[src/rtl/i2s_xcvr_pkg.sv]
// Shared types for the serial audio transceiver.
// Assumes: channel coding is fixed by the link (0 = left, 1 = right).
package i2s_xcvr_pkg;
    typedef enum logic {
        CH_LEFT  = 1'b0,
        CH_RIGHT = 1'b1
    } chan_e;
endpackage

[src/rtl/i2s_xcvr_clkgen.sv]
// Master timing generator: divides the system clock into the bit clock
// and counts falling edges to drive word select.
// Assumes: run low holds it idle with the clock low and word select high,
// so the first falling edge after start switches word select to left.
module i2s_xcvr_clkgen #(
    parameter int WORD_W = 16,
    parameter int DIV_W  = 8
) (
    input  logic             clk,
    input  logic             rst_n,
    input  logic             run,
    input  logic [DIV_W-1:0] half_div,
    output logic             sck,
    output logic             ws,
    output logic             rise,
    output logic             fall
);
    localparam int BW = $clog2(WORD_W);
    localparam logic [BW-1:0]    LAST_BIT = BW'(WORD_W - 1);
    localparam logic [DIV_W-1:0] ONE      = DIV_W'(1);

    logic [DIV_W-1:0] cnt_q;
    logic [DIV_W-1:0] lim;
    logic [BW-1:0]    bcnt_q;
    logic             sck_q;
    logic             ws_q;
    logic             term;

    // Half-period limit; a zero setting behaves as one.
    assign lim  = (half_div == '0) ? ONE : half_div;
    assign term = (cnt_q >= lim - ONE);
    assign rise = run & term & ~sck_q;
    assign fall = run & term & sck_q;
    assign sck  = sck_q;
    assign ws   = ws_q;

    // Divider, bit clock toggle and word-select counter.
    always_ff @(posedge clk) begin
        if (!rst_n || !run) begin
            cnt_q  <= '0;
            sck_q  <= 1'b0;
            ws_q   <= 1'b1;
            bcnt_q <= LAST_BIT;
        end else if (term) begin
            cnt_q <= '0;
            sck_q <= ~sck_q;
            if (sck_q) begin
                if (bcnt_q == LAST_BIT) begin
                    bcnt_q <= '0;
                    ws_q   <= ~ws_q;
                end else begin
                    bcnt_q <= bcnt_q + 1'b1;
                end
            end
        end else begin
            cnt_q <= cnt_q + ONE;
        end
    end


    ws_changes_on_fall_chk: assert property (@(posedge clk) disable iff (!rst_n)
        (run && $past(run) && (ws_q != $past(ws_q))) |-> $past(fall));
endmodule

[src/rtl/i2s_xcvr_insync.sv]
// Slave input conditioning: two-flop synchronisers on the external bit
// clock, word select and data, with bit-clock edge detection.
// Assumes: external half period is longer than three system cycles.
module i2s_xcvr_insync (
    input  logic clk,
    input  logic rst_n,
    input  logic sck_in,
    input  logic ws_in,
    input  logic sd_in,
    output logic rise,
    output logic fall,
    output logic ws,
    output logic sd
);
    logic [2:0] sck_p;
    logic [1:0] ws_p;
    logic [1:0] sd_p;

    // Synchroniser chains; the clock chain has one extra stage for edges.
    always_ff @(posedge clk) begin
        if (!rst_n) begin
            sck_p <= '0;
            ws_p  <= '0;
            sd_p  <= '0;
        end else begin
            sck_p <= {sck_p[1:0], sck_in};
            ws_p  <= {ws_p[0], ws_in};
            sd_p  <= {sd_p[0], sd_in};
        end
    end

    assign rise = sck_p[1] & ~sck_p[2];
    assign fall = ~sck_p[1] & sck_p[2];
    assign ws   = ws_p[1];
    assign sd   = sd_p[1];


    edge_exclusive_chk: assert property (@(posedge clk) disable iff (!rst_n)
        rise |=> !rise);
endmodule

[src/rtl/i2s_xcvr_tx.sv]
// Transmit path: holding register, mono copy and MSB-first shifter.
// Assumes: start is only asserted together with shift (a falling edge).
module i2s_xcvr_tx
    import i2s_xcvr_pkg::*;
#(
    parameter int WORD_W = 16
) (
    input  logic              clk,
    input  logic              rst_n,
    input  logic              run,
    input  logic              mono,
    input  logic              load,
    input  logic [WORD_W-1:0] ldata,
    input  logic              start,
    input  chan_e             start_ch,
    input  logic              shift,
    output logic              sd,
    output logic              took
);
    logic [WORD_W-1:0] hold_q;
    logic [WORD_W-1:0] copy_q;
    logic [WORD_W-1:0] sh_q;
    logic [WORD_W-1:0] word;
    logic              sd_q;
    logic              fresh;

    // A fresh sample is taken in stereo, or on the left slot in mono.
    assign fresh = !mono || (start_ch == CH_LEFT);
    assign word  = fresh ? hold_q : copy_q;
    assign took  = run & start & fresh;
    assign sd    = sd_q;

    // Holding register written from the parallel side.
    always_ff @(posedge clk) begin
        if (!rst_n)    hold_q <= '0;
        else if (load) hold_q <= ldata;
    end

    // Word load on start, otherwise shift one bit per falling edge.
    always_ff @(posedge clk) begin
        if (!rst_n) begin
            sh_q   <= '0;
            sd_q   <= 1'b0;
            copy_q <= '0;
        end else if (!run) begin
            sh_q <= '0;
            sd_q <= 1'b0;
        end else if (start) begin
            sh_q <= {word[WORD_W-2:0], 1'b0};
            sd_q <= word[WORD_W-1];
            if (fresh) copy_q <= hold_q;
        end else if (shift) begin
            sd_q <= sh_q[WORD_W-1];
            sh_q <= {sh_q[WORD_W-2:0], 1'b0};
        end
    end


    sd_moves_on_fall_chk: assert property (@(posedge clk) disable iff (!rst_n)
        (run && $past(run) && (sd_q != $past(sd_q))) |-> $past(shift));
endmodule

[src/rtl/i2s_xcvr_rx.sv]
// Receive path: shifts in on rising edges and presents a word at each
// word-select boundary after the first one.
// Assumes: boundary (chg) only occurs together with sample.
module i2s_xcvr_rx
    import i2s_xcvr_pkg::*;
#(
    parameter int WORD_W = 16
) (
    input  logic              clk,
    input  logic              rst_n,
    input  logic              run,
    input  logic              sample,
    input  logic              sd,
    input  logic              chg,
    input  chan_e             fin_ch,
    output logic [WORD_W-1:0] data,
    output chan_e             chan,
    output logic              valid
);
    logic [WORD_W-1:0] sh_q;
    logic              armed_q;

    // Shift, arm on the first boundary, present words on later ones.
    always_ff @(posedge clk) begin
        if (!rst_n) begin
            sh_q    <= '0;
            armed_q <= 1'b0;
            data    <= '0;
            chan    <= CH_LEFT;
            valid   <= 1'b0;
        end else if (!run) begin
            sh_q    <= '0;
            armed_q <= 1'b0;
            valid   <= 1'b0;
        end else begin
            valid <= 1'b0;
            if (sample) sh_q <= {sh_q[WORD_W-2:0], sd};
            if (chg) begin
                armed_q <= 1'b1;
                if (armed_q) begin
                    data  <= {sh_q[WORD_W-2:0], sd};
                    chan  <= fin_ch;
                    valid <= 1'b1;
                end
            end
        end
    end


    valid_pulse_chk: assert property (@(posedge clk) disable iff (!rst_n)
        valid |=> !valid);
endmodule

[src/rtl/i2s_xcvr.sv]
// Serial audio transceiver top: selects master or slave timing, frames
// words from word-select changes, and keeps the completion flags.
// Assumes: mode, mono and path enables change only while enable is low.
module i2s_xcvr
    import i2s_xcvr_pkg::*;
#(
    parameter int WORD_W = 16,
    parameter int DIV_W  = 8
) (
    input  logic              clk,
    input  logic              rst_n,
    input  logic              enable,
    input  logic              master,
    input  logic              mono,
    input  logic              tx_en,
    input  logic              rx_en,
    input  logic [DIV_W-1:0]  half_div,
    input  logic              sck_in,
    input  logic              ws_in,
    input  logic              sd_in,
    output logic              sck_out,
    output logic              ws_out,
    output logic              sd_out,
    input  logic [WORD_W-1:0] tx_data,
    input  logic              tx_load,
    output logic [WORD_W-1:0] rx_data,
    output logic              rx_chan,
    output logic              rx_valid,
    input  logic              irq_tx_en,
    input  logic              irq_rx_en,
    input  logic              tx_flag_clr,
    input  logic              rx_flag_clr,
    output logic              tx_flag,
    output logic              rx_flag,
    output logic              irq_tx,
    output logic              irq_rx
);
    logic  m_run, m_sck, m_ws, m_rise, m_fall;
    logic  s_rise, s_fall, s_ws, s_sd;
    logic  rise_e, fall_e, ws_smp, sd_smp;
    logic  seen_q, ws_last_q, pend_q, chg, tx_start, tx_took;
    chan_e pend_ch_q, rx_chan_e;
    logic  tx_flag_q, rx_flag_q;

    assign m_run = enable & master;

    i2s_xcvr_clkgen #(.WORD_W(WORD_W), .DIV_W(DIV_W)) clkgen_i (
        .clk(clk), .rst_n(rst_n), .run(m_run), .half_div(half_div),
        .sck(m_sck), .ws(m_ws), .rise(m_rise), .fall(m_fall)
    );

    i2s_xcvr_insync insync_i (
        .clk(clk), .rst_n(rst_n), .sck_in(sck_in), .ws_in(ws_in), .sd_in(sd_in),
        .rise(s_rise), .fall(s_fall), .ws(s_ws), .sd(s_sd)
    );

    // Event source selection between own timing and external timing.
    assign rise_e = master ? m_rise : s_rise;
    assign fall_e = master ? m_fall : s_fall;
    assign ws_smp = master ? m_ws   : s_ws;
    assign sd_smp = master ? sd_in  : s_sd;

    assign chg      = rise_e & seen_q & (ws_smp != ws_last_q);
    assign tx_start = fall_e & pend_q;

    // Framing: record word select at rising edges, arm a start on change.
    always_ff @(posedge clk) begin
        if (!rst_n || !enable) begin
            seen_q    <= 1'b0;
            ws_last_q <= 1'b0;
            pend_q    <= 1'b0;
            pend_ch_q <= CH_LEFT;
        end else if (rise_e) begin
            seen_q    <= 1'b1;
            ws_last_q <= ws_smp;
            if (chg) begin
                pend_q    <= 1'b1;
                pend_ch_q <= chan_e'(ws_smp);
            end
        end else if (fall_e) begin
            pend_q <= 1'b0;
        end
    end

    i2s_xcvr_tx #(.WORD_W(WORD_W)) tx_i (
        .clk(clk), .rst_n(rst_n), .run(enable & tx_en), .mono(mono),
        .load(tx_load), .ldata(tx_data), .start(tx_start), .start_ch(pend_ch_q),
        .shift(fall_e), .sd(sd_out), .took(tx_took)
    );

    i2s_xcvr_rx #(.WORD_W(WORD_W)) rx_i (
        .clk(clk), .rst_n(rst_n), .run(enable & rx_en), .sample(rise_e),
        .sd(sd_smp), .chg(chg), .fin_ch(chan_e'(ws_last_q)),
        .data(rx_data), .chan(rx_chan_e), .valid(rx_valid)
    );

    assign rx_chan = rx_chan_e;
    assign sck_out = m_run & m_sck;
    assign ws_out  = m_run & m_ws;

    // Completion flags: set has priority over the write-1 clear.
    always_ff @(posedge clk) begin
        if (!rst_n) begin
            tx_flag_q <= 1'b0;
            rx_flag_q <= 1'b0;
        end else begin
            if (tx_took)                               tx_flag_q <= 1'b1;
            else if (tx_flag_clr)                      tx_flag_q <= 1'b0;
            if (rx_valid && rx_chan_e == CH_RIGHT)     rx_flag_q <= 1'b1;
            else if (rx_flag_clr)                      rx_flag_q <= 1'b0;
        end
    end

    assign tx_flag = tx_flag_q;
    assign rx_flag = rx_flag_q;
    assign irq_tx  = tx_flag_q & irq_tx_en;
    assign irq_rx  = rx_flag_q & irq_rx_en;


    rx_flag_hold_chk: assert property (@(posedge clk) disable iff (!rst_n)
        (rx_flag_q && !rx_flag_clr) |=> rx_flag_q);

    tx_flag_src_chk: assert property (@(posedge clk) disable iff (!rst_n)
        $rose(tx_flag_q) |-> $past(enable && tx_en));

    idle_lines_chk: assert property (@(posedge clk) disable iff (!rst_n)
        !enable |=> (!sck_out && !sd_out));
endmodule

[config.mk]
export PLATFORM = sky130hd
export DESIGN_NAME = i2s_xcvr
export DESIGN_NICKNAME = d
export VERILOG_FILES = /design/src/rtl/i2s_xcvr_pkg.sv /design/src/rtl/i2s_xcvr_clkgen.sv /design/src/rtl/i2s_xcvr_insync.sv /design/src/rtl/i2s_xcvr_tx.sv /design/src/rtl/i2s_xcvr_rx.sv /design/src/rtl/i2s_xcvr.sv
export SDC_FILE = /design/constraint.sdc
export NUM_CORES = 1
export LEC_CHECK = 0
export CAP_MARGIN = 20
export CORE_MARGIN = 4
export CORE_UTILIZATION = 45
export CTS_CLUSTER_SIZE = 30
export DETAILED_ROUTE_END_ITERATION = 12
export PLACE_DENSITY_LB_ADDON = 0.1
export SLEW_MARGIN = 20
export SYNTH_ARGS = -nofsm -noshare
export SYNTH_HDL_FRONTEND = slang
export SYNTH_SLANG_ARGS = --single-unit
[constraint.sdc]
create_clock -name clk -period 3.75 [get_ports clk]
set_input_delay 0.375 -clock clk [delete_from_list [all_inputs] [get_ports clk]]
set_output_delay 0.375 -clock clk [all_outputs]
set_load 0.01 [all_outputs]
==> impl_results.md <==
- Final hold viol count: 0
- Initial antenna violation count: 0
- Die Wd: about 110 um
- Sequential area share after synthesis: 44.54%
- CTS Hold Bufs: 0
- Post-synth ARST share: 0%
- Overall routing resource usage: 17.00%
- Synth top cells by count: dfxtp_1, nand2_1, mux2i_1
- Slowest cell on the critical path: or4_1
- Post CTS Setup Buffer Count: 0
- Hold Path Origin: insync_i.sd_p[0]
- Non-Filler Instances: 718
- Synth Cell Area: 4900 sq um
- Crit path DAT: 3690 ps
- Worst hold path endpoint: insync_i.sd_p[1]
- Status: completed
- Placed Cells: 703
- Initial Utilization: 46.83%
- Setup Skew: around 15 ps
- Peak supply drop: 0.0002375 V
- Root Driver: clkbuf_8
- Final WL: 10.38 mm
- Worst path cell trace: clkdlybuf4s50_1 -> nor4_1 -> a31oi_1 -> ha_1 -> nand2b_1 -> nor4_1 -> xnor2_1 -> ha_1 -> nand4_1 -> or4_1 -> a21oi_2 -> buf_12 -> mux2i_1
- First-pass GRT wire length: 17.97 mm
- Worst-case reg-to-reg path depth: 9
- Power Dens Cells: roughly 340 nW/um^2
- Initial drt markers: 177
- Post_cts resized: 0
- Critical path required time: 4050 ps
- Wire per inst: 14.46 um
- R2r startpoint: clkgen_i.cnt_q[0]
- WP buf/inv: 2
- Die height: about 110 um
- Pre-antenna DRT Iters: 4
- Worst-Margin Slew: ~1000 ps
- Period utilization: about nine tenths
- Slowest stage delay, CP: 580 ps
- Synth area leader: dfxtp_1
- CP top delay family: simple AND/OR/NAND/NOR gates
- Synth Instances: 531
- Finished Core Util: 55.55%
- CTS H-tree depth: 3
- Share of the synthesized area in the top cell type: 44.54%
- PortBufs: 63
- Worst setup EP type: flop
- Ports: between 60 and 70
- Core area: 10460 sq um
- Routed Antenna Nets: 0
- Startpoint Class: input port
- Slew Viols, Final: 0
- Yosys reg bits: between 100 and 150
- RD Place Congestion: 0.7422
- Syn_nets: between 500 and 600
- Vias per cell: ~5.3
- Final Critical Period: approximately 3400 ps
- FF-to-FF End: tx_i.sh_q[2]
- Diode count: 0
- Post-synth top flop: dfxtp_1
- # clock sinks: ~110
- # fillers: 990
- HP Class: reg -> reg
- Pre-CTS worst setup slack: -42.08 ps
- Final setup viols: 0
- Achievable Freq: about 300 MHz
- Syn Area/Cell: 9.227 sq um
- DRC violations left: 0
- Clk Latency, worst-skew pair: roughly 370 ps
- Vias in the first global route: about 3800
- Die area: about 13000 sq um
- Total power: slightly below 2 mW
- Nets: 628
- Number of synthesized flops with an enable pin: 0
- Clk buf depth: 2
- CTS Buf Count: 9
- Clk pin slew, worst setup/hold paths: 110 ps
- Post-synth cell types: 48
- Top post-synthesis cells by area: dfxtp_1, mux2i_1, nand2_1, ha_1, nand3_1
- Layout cells sized above 1: 7.732%
- Largest net degree at the start of global routing: 82
- Max_cap viols: 0
- RSZ-0062 raised after global routing: no
- Critical path type: in -> reg
- CP max FO: 18
- Setup tns final: 0 ps
- Final worst slack: 367.3 ps
- Hold depth: 1
- CTS tree: done
- Warnings, synthesis: 0
- Leakage: around 2.2 nW
- P&R area growth vs syn: 18.62%
- Final HPWL DP: 6.937 mm
- Reg2Reg Setup Slack: ~1300 ps
- Vias: approximately 3800
- Count leader, synth: dfxtp_1
- Total gr overflow: 0
- # rows: 37
- Rel. slew slack: between 30 and 40%
[state kept, by name (all words and copies together) (netlist names), 2 cells and up]
register,flops
insync_i.sck_p,3
insync_i.sd_p,2
insync_i.ws_p,2
rx_i.data,16
tx_i.hold_q,16
clkgen_i.bcnt_q,4
rx_i.sh_q,15
clkgen_i.cnt_q,8
tx_i.sh_q,15
tx_i.copy_q,16
[worst max path at each step]
stage	start	endpoint	slack, ps	cells past startpoint
after floorplan	half_div[3]	rx_i.chan	560	14
after global placement	half_div[5]	rx_i.data[13]	150	13
after detailed placement	half_div[5]	rx_i.data[1]	-40	13
after CTS	half_div[5]	rx_i.data[1]	350	13
after global routing	half_div[5]	rx_i.data[0]	60	13
final	half_div[5]	rx_i.data[1]	370	13
[cells in the final DEF (no fill, tap or decap), drive strengths merged, types with 2 or more instances in the layout]
cell and count:
nand3 28, a21boi 2, clkinv 2, nand2b 3
nor2 12, o211ai 18, o21a 2, xnor2 4
or3 4, buf 14, nand2 99, and2 11
a31o 2, mux2i 66, o21ai 18, nor2b 16
clkbuf 11, dfxtp 109, o221a 15, xor2 8
ha 11, nor4 3, o31ai 2, and3 11
nor3 5, o311ai 2, clkdlybuf4s50 62, inv 8
mux2 3, a21oi 22
[layer usage]
| metal | global-route usage [%] | up-vias | share of wire (%) |
|---|---|---|---|
| li1 | - | 1951 | - |
| met1 | 22.47 | 1799 | 49 |
| met2 | 26.86 | 62 | 45 |
| met3 | 5.337 | 11 | 4.7 |
| met4 | 4.808 | 0 | 1.3 |
| met5 | 0 | - | 0 |
[layout make-up]
class | count | area, sq um | share of cell area (%)
sequential | 109 | 2182 | 37.55
clock inverter | 4 | 32.53 | 0.5597
clock buffer | 11 | 131.4 | 2.260
tap | 136 | 170.2 | 2.928
timing repair buffer | 76 | 760.7 | 13.09
inverter | 7 | 27.53 | 0.4736
multi-input combinational | 375 | 2507 | 43.14
[cells by family after synthesis]
| family | synth area share [%] |
|---|---|
| multiplexers | 14.17 |
| AO/OA/AOI/OAI | 13.25 |
| adder cells (fa/ha/maj) | 2.809 |
| buffers and inverters | 4.392 |
| AND/OR/NAND/NOR | 18.69 |
| flip-flops | 44.54 |
| XOR/XNOR | 2.145 |
[metrics by stage]
step                hold slack (ps)  instance area [sq um]
CTS                           450.2                   5811
global route                  465.5                   5812
floorplan                     411.9                   4900
finish                        445.4                   5812
detailed placement            425.7                   5647
global placement              421.6                   5647
[report_power, final]
group	total, mW	leakage (nW)	internal (mW)	switching, mW
clock network	0.638	0.0817	0.245	0.393
logic	0.148	1.24	0.0770	0.0711
registers	1.18	0.883	1.17	0.00815
total	1.97	2.21	1.49	0.472
No activity file was read; power rests on OpenSTA's default activity.
